**config.mk**
```make
export PLATFORM = sky130hd
export DESIGN_NAME = evt_xlate
export DESIGN_NICKNAME = d
export VERILOG_FILES = /design/src/rtl/evt_xlate_pkg.sv /design/src/rtl/xl_ram.sv /design/src/rtl/xl_cfg.sv /design/src/rtl/evt_xlate.sv
export SDC_FILE = /design/constraint.sdc
export NUM_CORES = 2
export LEC_CHECK = 0
export BUFFER_PORTS_ARGS = -buffer_cell sky130_fd_sc_hd__buf_2
export CORE_ASPECT_RATIO = 0.8
export CORE_MARGIN = 3
export CORE_UTILIZATION = 38
export DETAILED_ROUTE_END_ITERATION = 10
export GPL_TIMING_DRIVEN = 1
export HOLD_SLACK_MARGIN = 0.12
export PLACE_DENSITY = 0.51
export SYNTH_ARGS = -nofsm -noshare
export SYNTH_HDL_FRONTEND = slang
export SYNTH_HIERARCHICAL = 1
export SYNTH_SLANG_ARGS = --single-unit
```
**constraint.sdc**
```tcl
create_clock -name clk -period 5 [get_ports clk]
set_input_delay 0.5 -clock clk [delete_from_list [all_inputs] [get_ports clk]]
set_output_delay 0.5 -clock clk [all_outputs]
set_load 0.1 [all_outputs]
```
**src/rtl/evt_xlate_pkg.sv**
```systemverilog
package evt_xlate_pkg;
  typedef enum logic [2:0] {
    OP_BIND_DEV = 3'd0,
    OP_BIND_COL = 3'd1,
    OP_MAP_EVT  = 3'd2,
    OP_TRIGGER  = 3'd3,
    OP_REF_ONE  = 3'd4,
    OP_REF_COL  = 3'd5
  } xl_op_e;

  typedef enum logic [1:0] {
    ST_IDLE,
    ST_LOOK,
    ST_SWEEP
  } xl_st_e;
endpackage

```
**src/rtl/xl_ram.sv**
```systemverilog
module xl_ram #(
  parameter int W = 10,
  parameter int D = 128
) (
  input  logic                 clk,
  input  logic                 we,
  input  logic [$clog2(D)-1:0] waddr,
  input  logic [W-1:0]         wdata,
  input  logic [$clog2(D)-1:0] raddr,
  output logic [W-1:0]         rdata
);
  logic [W-1:0] mem [D];

  always_ff @(posedge clk) begin
    if (we) mem[waddr] <= wdata;
    rdata <= mem[raddr];
  end
endmodule

```
**src/rtl/xl_cfg.sv**
```systemverilog
module xl_cfg #(
  parameter int N = 128
) (
  input  logic                 clk,
  input  logic                 rst,
  input  logic                 set_we,
  input  logic [$clog2(N)-1:0] set_idx,
  input  logic                 set_en,
  input  logic                 ref_we,
  input  logic [$clog2(N)-1:0] ref_idx,
  input  logic [$clog2(N)-1:0] rd_idx,
  output logic                 rd_en
);
  logic [N-1:0] shadow_q;
  logic [N-1:0] cache_q;

  always_ff @(posedge clk) begin
    if (rst) begin
      shadow_q <= '0;
      cache_q  <= '0;
    end else begin
      if (set_we) shadow_q[set_idx] <= set_en;
      if (ref_we) cache_q[ref_idx]  <= shadow_q[ref_idx];
    end
  end

  assign rd_en = cache_q[rd_idx];


  cache_hold_chk: assert property (@(posedge clk) disable iff (rst)
    !ref_we |=> $stable(cache_q));


  refresh_copy_chk: assert property (@(posedge clk) disable iff (rst)
    ref_we |=> cache_q[$past(ref_idx)] == $past(shadow_q[ref_idx]));
endmodule

```
**src/rtl/evt_xlate.sv**
```systemverilog
module evt_xlate
  import evt_xlate_pkg::*;
#(
  parameter int DEV_N    = 8,
  parameter int COL_N    = 8,
  parameter int EVT_N    = 16,
  parameter int LPI_N    = 128,
  parameter int INT_W    = 16,
  parameter int TGT_W    = 4,
  parameter int INT_BASE = 8192
) (
  input  logic                       clk,
  input  logic                       rst,
  input  logic                       cmd_valid,
  output logic                       cmd_ready,
  input  logic [2:0]                 cmd_op,
  input  logic [$clog2(DEV_N)-1:0]   cmd_dev,
  input  logic [$clog2(EVT_N)-1:0]   cmd_evt,
  input  logic [$clog2(COL_N)-1:0]   cmd_col,
  input  logic [INT_W-1:0]           cmd_int,
  input  logic [TGT_W-1:0]           cmd_tgt,
  input  logic [$clog2(EVT_N):0]     cmd_size,
  input  logic                       cmd_vld,
  input  logic                       cfg_we,
  input  logic [INT_W-1:0]           cfg_int,
  input  logic                       cfg_en,
  output logic                       irq_valid,
  output logic [INT_W-1:0]           irq_id,
  output logic [TGT_W-1:0]           irq_tgt,
  output logic                       drop_err
);
  localparam int DEV_W  = $clog2(DEV_N);
  localparam int COL_W  = $clog2(COL_N);
  localparam int EVT_W  = $clog2(EVT_N);
  localparam int LPI_W  = $clog2(LPI_N);
  localparam int SLOTS  = DEV_N * EVT_N;
  localparam int SLOT_W = DEV_W + EVT_W;
  localparam int ENT_W  = COL_W + LPI_W;

  // device and collection tables
  logic [DEV_N-1:0]   dev_ok;
  logic [EVT_W:0]     dev_size [DEV_N];
  logic [COL_N-1:0]   col_ok;
  logic [TGT_W-1:0]   col_tgt  [COL_N];
  logic [SLOTS-1:0]   ite_ok;

  // latched command and control
  xl_st_e             state;
  xl_op_e             c_op;
  logic [COL_W-1:0]   c_col;
  logic [SLOT_W-1:0]  c_slot;
  logic               c_ok;
  logic [SLOT_W:0]    ptr;
  logic [SLOT_W-1:0]  sw_addr;
  logic               sw_pend;

  logic               take;
  logic [SLOT_W-1:0]  in_slot;
  logic               in_range;
  logic [INT_W-1:0]   map_rel, cfg_rel;
  logic               map_ok, cfg_ok;
  logic [SLOT_W-1:0]  raddr;
  logic [ENT_W-1:0]   rdata;
  logic [COL_W-1:0]   e_col;
  logic [LPI_W-1:0]   e_idx;
  logic               hit, sw_hit, ref_we, en_bit;

  assign cmd_ready = (state == ST_IDLE);
  assign take      = cmd_valid && cmd_ready;
  assign in_slot   = {cmd_dev, cmd_evt};
  assign in_range  = dev_ok[cmd_dev] && ({1'b0, cmd_evt} < dev_size[cmd_dev]);
  assign map_rel   = cmd_int - INT_W'(INT_BASE);
  assign cfg_rel   = cfg_int - INT_W'(INT_BASE);
  assign map_ok    = (cmd_int >= INT_W'(INT_BASE)) && (map_rel < INT_W'(LPI_N));
  assign cfg_ok    = (cfg_int >= INT_W'(INT_BASE)) && (cfg_rel < INT_W'(LPI_N));
  assign raddr     = (state == ST_SWEEP) ? ptr[SLOT_W-1:0] : in_slot;
  assign e_col     = rdata[ENT_W-1 -: COL_W];
  assign e_idx     = rdata[LPI_W-1:0];
  assign hit       = c_ok && ite_ok[c_slot];
  assign sw_hit    = sw_pend && ite_ok[sw_addr] && (e_col == c_col);
  assign ref_we    = ((state == ST_LOOK) && (c_op == OP_REF_ONE) && hit) ||
                     ((state == ST_SWEEP) && sw_hit);

  xl_ram #(.W(ENT_W), .D(SLOTS)) u_ite (
    .clk   (clk),
    .we    (take && (xl_op_e'(cmd_op) == OP_MAP_EVT) && in_range && map_ok),
    .waddr (in_slot),
    .wdata ({cmd_col, map_rel[LPI_W-1:0]}),
    .raddr (raddr),
    .rdata (rdata)
  );

  xl_cfg #(.N(LPI_N)) u_cfg (
    .clk     (clk),
    .rst     (rst),
    .set_we  (cfg_we && cfg_ok),
    .set_idx (cfg_rel[LPI_W-1:0]),
    .set_en  (cfg_en),
    .ref_we  (ref_we),
    .ref_idx (e_idx),
    .rd_idx  (e_idx),
    .rd_en   (en_bit)
  );

  always_ff @(posedge clk) begin
    if (rst) begin
      state     <= ST_IDLE;
      dev_ok    <= '0;
      col_ok    <= '0;
      ite_ok    <= '0;
      c_op      <= OP_BIND_DEV;
      c_col     <= '0;
      c_slot    <= '0;
      c_ok      <= 1'b0;
      ptr       <= '0;
      sw_addr   <= '0;
      sw_pend   <= 1'b0;
      irq_valid <= 1'b0;
      irq_id    <= '0;
      irq_tgt   <= '0;
      drop_err  <= 1'b0;
      for (int d = 0; d < DEV_N; d++) dev_size[d] <= '0;
      for (int c = 0; c < COL_N; c++) col_tgt[c]  <= '0;
    end else begin
      irq_valid <= 1'b0;
      drop_err  <= 1'b0;
      case (state)
        ST_IDLE: if (take) begin
          c_op   <= xl_op_e'(cmd_op);
          c_col  <= cmd_col;
          c_slot <= in_slot;
          c_ok   <= in_range;
          case (xl_op_e'(cmd_op))
            OP_BIND_DEV: begin
              dev_ok[cmd_dev]   <= cmd_vld;
              dev_size[cmd_dev] <= cmd_size;
              for (int e = 0; e < EVT_N; e++) ite_ok[{cmd_dev, EVT_W'(e)}] <= 1'b0;
            end
            OP_BIND_COL: begin
              col_ok[cmd_col]  <= cmd_vld;
              col_tgt[cmd_col] <= cmd_tgt;
            end
            OP_MAP_EVT: begin
              if (in_range && map_ok) ite_ok[in_slot] <= 1'b1;
              else drop_err <= 1'b1;
            end
            OP_TRIGGER, OP_REF_ONE: state <= ST_LOOK;
            OP_REF_COL: begin
              state   <= ST_SWEEP;
              ptr     <= '0;
              sw_pend <= 1'b0;
            end
            default: ;
          endcase
        end
        ST_LOOK: begin
          state <= ST_IDLE;
          if (!hit) drop_err <= 1'b1;
          else if ((c_op == OP_TRIGGER) && col_ok[e_col] && en_bit) begin
            irq_valid <= 1'b1;
            irq_id    <= INT_W'(INT_BASE) + INT_W'(e_idx);
            irq_tgt   <= col_tgt[e_col];
          end
        end
        ST_SWEEP: begin
          if (ptr == (SLOT_W+1)'(SLOTS)) begin
            state   <= ST_IDLE;
            sw_pend <= 1'b0;
          end else begin
            sw_addr <= ptr[SLOT_W-1:0];
            ptr     <= ptr + 1'b1;
            sw_pend <= 1'b1;
          end
        end
        default: state <= ST_IDLE;
      endcase
    end
  end


  irq_pulse_chk: assert property (@(posedge clk) disable iff (rst)
    irq_valid |=> !irq_valid);


  trig_busy_chk: assert property (@(posedge clk) disable iff (rst)
    (cmd_valid && cmd_ready && cmd_op == 3'd3) |=> !cmd_ready);


  irq_range_chk: assert property (@(posedge clk) disable iff (rst)
    irq_valid |-> (irq_id >= INT_W'(INT_BASE)) && (irq_id < INT_W'(INT_BASE + LPI_N)));


  err_excl_chk: assert property (@(posedge clk) disable iff (rst)
    !(irq_valid && drop_err));
endmodule

```
==> impl_metrics.json <==
{
  "ir_drop_uv": 311.9,
  "p_comb_share_pct": 7.7,
  "path_delay_family": "simple AND/OR/NAND/NOR gates",
  "htreeDepth": 4,
  "postCtsSetupRepairBufs": 0,
  "viasPerCell": 5.760,
  "rrSetupSlack_ps": 640,
  "ys_types": 74,
  "slew_violations": 0,
  "seqPwrFrac_pct": 50.5,
  "layout_commonest_cell": "edfxtp_1",
  "startpoint": "cmd_dev[0]",
  "grt_max_degree": 129,
  "drv_cap": 0,
  "min_path_type": "input port to flop",
  "gp_congestion": 0.8170,
  "synth_edf_count": 1352,
  "clockBufferDepth": 3,
  "clk_pin_slew_ps": 60,
  "io_pins": 83,
  "multi_input_area_um2": 22880,
  "portBuffers": 74,
  "drc": 0,
  "leakagePower_nw": 27.05,
  "yosys.area.top_type": "edfxtp_1",
  "crit_path_end_kind": "flop",
  "clock_sinks": 1808,
  "fin_util_pct": 43.87,
  "crit-reg2reg-launch": "c_slot[2]",
  "layout_common_cells": "edfxtp_1, mux4_2, dfxtp_1",
  "finalHoldViolCount": 0,
  "finalCritPeriodShare_pct": 87.79,
  "power.density_nw_per_um2": 381.8,
  "first_pass_iters": 5,
  "slew_headroom_pct": 21.14,
  "synth_seq_cells": 1808,
  "worst-path-stages": 16,
  "drtAntennaViolNets": 0,
  "ys.warnings.count": 6,
  "drive_gt1_share_pct": 24.36,
  "critPathMaxFanout": 8,
  "ff2ff_path_depth": 13,
  "yosys.area.top_type_share_pct": 54.83,
  "worstPathCellList": "dlygate4sd3_1 -> buf_2 -> or2_2 -> nor2_1 -> a22oi_1 -> and3_1 -> ha_1 -> or3_1 -> a221oi_1 -> o31a_1 -> and3_1 -> nor2b_1 -> nand3_1 -> buf_4 -> nor2_1 -> buf_4",
  "p_switching_mw": 7.707,
  "drt_iter0_markers": 5407,
  "die_h_um": 400.8,
  "synthTopCellsByArea": "edfxtp_1, mux4_2, dfxtp_1, o21ai_0, nand2_1",
  "layout_min_cycle_time_ps": 4390,
  "dp_hpwl_mm": 132.2,
  "rsz0062_at_grt": "no",
  "numCtsBuffers": 180,
  "p_total_mw": 32.35,
  "cts_tree": "done",
  "r2r-end": "u_cfg/cache_q[110]",
  "setup_viol": 0,
  "crit_end": "u_ite/mem[110][1]",
  "dieArea_um2": 200200,
  "worst-path-buf-inv": 4,
  "core_um2": 193100,
  "register_area_um2": 49740,
  "ys.flop_type": "edfxtp_1",
  "tns_ps": 0,
  "clk_latency_ps": 820,
  "yosysSeqAreaShare_pct": 67.15,
  "p_int_mw": 24.65,
  "cp.arrival_ps": 4910,
  "first_global_vias": 42150,
  "crit_path_top_delay_cell": "dlygate4sd3_1",
  "status": "completed",
  "routed_wl_mm": 210.3,
  "worst_path_largest_cell_delay_ps": 570,
  "tightest_slew_ps": 1179,
  "wl_per_cell_um": 27.75,
  "syn_area_um2": 74050,
  "synth_area_per_cell_um2": 15.97,
  "required_ps": 5520,
  "async_reset_ff_share_pct": 0,
  "die_w_um": 499.5,
  "crit_type": "input port to flop",
  "clkPwrFrac_pct": 41.8,
  "max_freq_mhz": 227.8,
  "vias": 43660,
  "num_rows": 144,
  "fin_hold_ws_ps": 191.1,
  "grt-ovfl-total": 0,
  "nets": 4941,
  "p_sw_share_pct": 23.82,
  "cp-start-kind": "input port",
  "floorplan.initialDensity_pct": 38.34,
  "area_growth_pct": 14.43,
  "n_fill_cell": 17030,
  "antenna_found_initial": 11,
  "cts-root-buf": "clkbuf_16",
  "global_route.usage.total_pct": 20.81,
  "grt_pass1_wl_mm": 308.8,
  "skew_ps": 43.76,
  "synthCells": 4636
}
[power by group through the flow]
stage / clock [mW] / combinational, mW / sequential [mW]
floorplan: 0 / 1.60 / 16.5
CTS: 13.9 / 2.51 / 16.3
finish: 13.5 / 2.48 / 16.3
global route: 14.5 / 2.63 / 16.3
global placement: 0 / 2.49 / 16.7
detailed placement: 0 / 2.49 / 16.7
[how the worst min path moves through the flow]
stage                       from                end  slack [ps]  cells past startpoint
2_1_floorplan  u_cfg/cache_q[57]  u_cfg/cache_q[57]         430                      2
3_3_place_gp           irq_id[5]          irq_id[5]         440                      2
3_5_place_dp          irq_tgt[3]         irq_tgt[3]         450                      2
4_1_cts               cmd_col[1]   u_ite/mem[85][8]         140                      1
5_1_grt               cmd_col[1]   u_ite/mem[84][8]         170                      1
6_report              cmd_col[1]   u_ite/mem[84][8]         190                      1
[synth_stat cells (29+ instances only)]
master and number:
edfxtp_1 1352, and3_1 47, clkbuf_1 204, a22oi_1 29, mux2i_1 107, buf_2 62
and2_1 42, nor3_1 37, a21oi_1 218, dfxtp_1 456, o21ai_0 322, nand2_1 377
mux4_2 538, nand3_1 220, nor2b_1 31, nor2_1 274
[final cells by class]
type | instances | area share [%]
timing repair buffer | 365 | 3.439
tap | 2555 | 3.773
multi-input combinational | 2490 | 27.01
clock buffer | 222 | 5.635
antenna | 3 | 0.008860
clock inverter | 107 | 1.307
sequential | 1808 | 58.70
inverter | 29 | 0.1285
[stage by stage]
step	area, µm²	worst slack [ps]	cells
global route	84730	217.7	7578
CTS	84720	608.5	7575
floorplan	74080	515.5	4643
finish	84730	610.4	7579
detailed placement	78690	360.0	7231
global placement	78690	498.3	7231
[kinds of logic after synthesis]
kind of cell	synth area share (%)
adder cells (fa/ha/maj)	0.1183
multiplexers	18.43
AND/OR/NAND/NOR	6.686
other	0.005064
AO/OA/AOI/OAI	5.387
XOR/XNOR	0.1301
flip-flops	67.15
buffers and inverters	2.092
[flip-flops by register name (all words and copies together), names as in the netlist, 3 cells and up]
register,flops
u_ite/mem,1280
ite_ok,128
u_cfg/cache_q,128
u_cfg/shadow_q,128
dev_size,40
col_tgt,32
u_ite/rdata,10
col_ok,8
dev_ok,8
irq_id,8
ptr,8
c_slot,7
sw_addr,7
irq_tgt,4
c_col,3
c_op,3
[repair_timing]
action / 4_1_cts / 5_1_grt
hold buffers: 15 / 0
gates resized for setup: 0 / 0
endpoints found under the hold margin: 83 / 0
[metal layers]
| metal | global-route usage [%] | vias to the layer above | share of wire (%) |
|---|---|---|---|
| met4 | 3.839 | 0 | 1.5 |
| met1 | 33.84 | 23050 | 48 |
| met3 | 3.495 | 237 | 7.4 |
| met2 | 29.21 | 1642 | 43 |
| li1 | - | 18730 | - |
| met5 | 0 | - | 0 |
No activity file was read; power rests on OpenSTA's default activity.
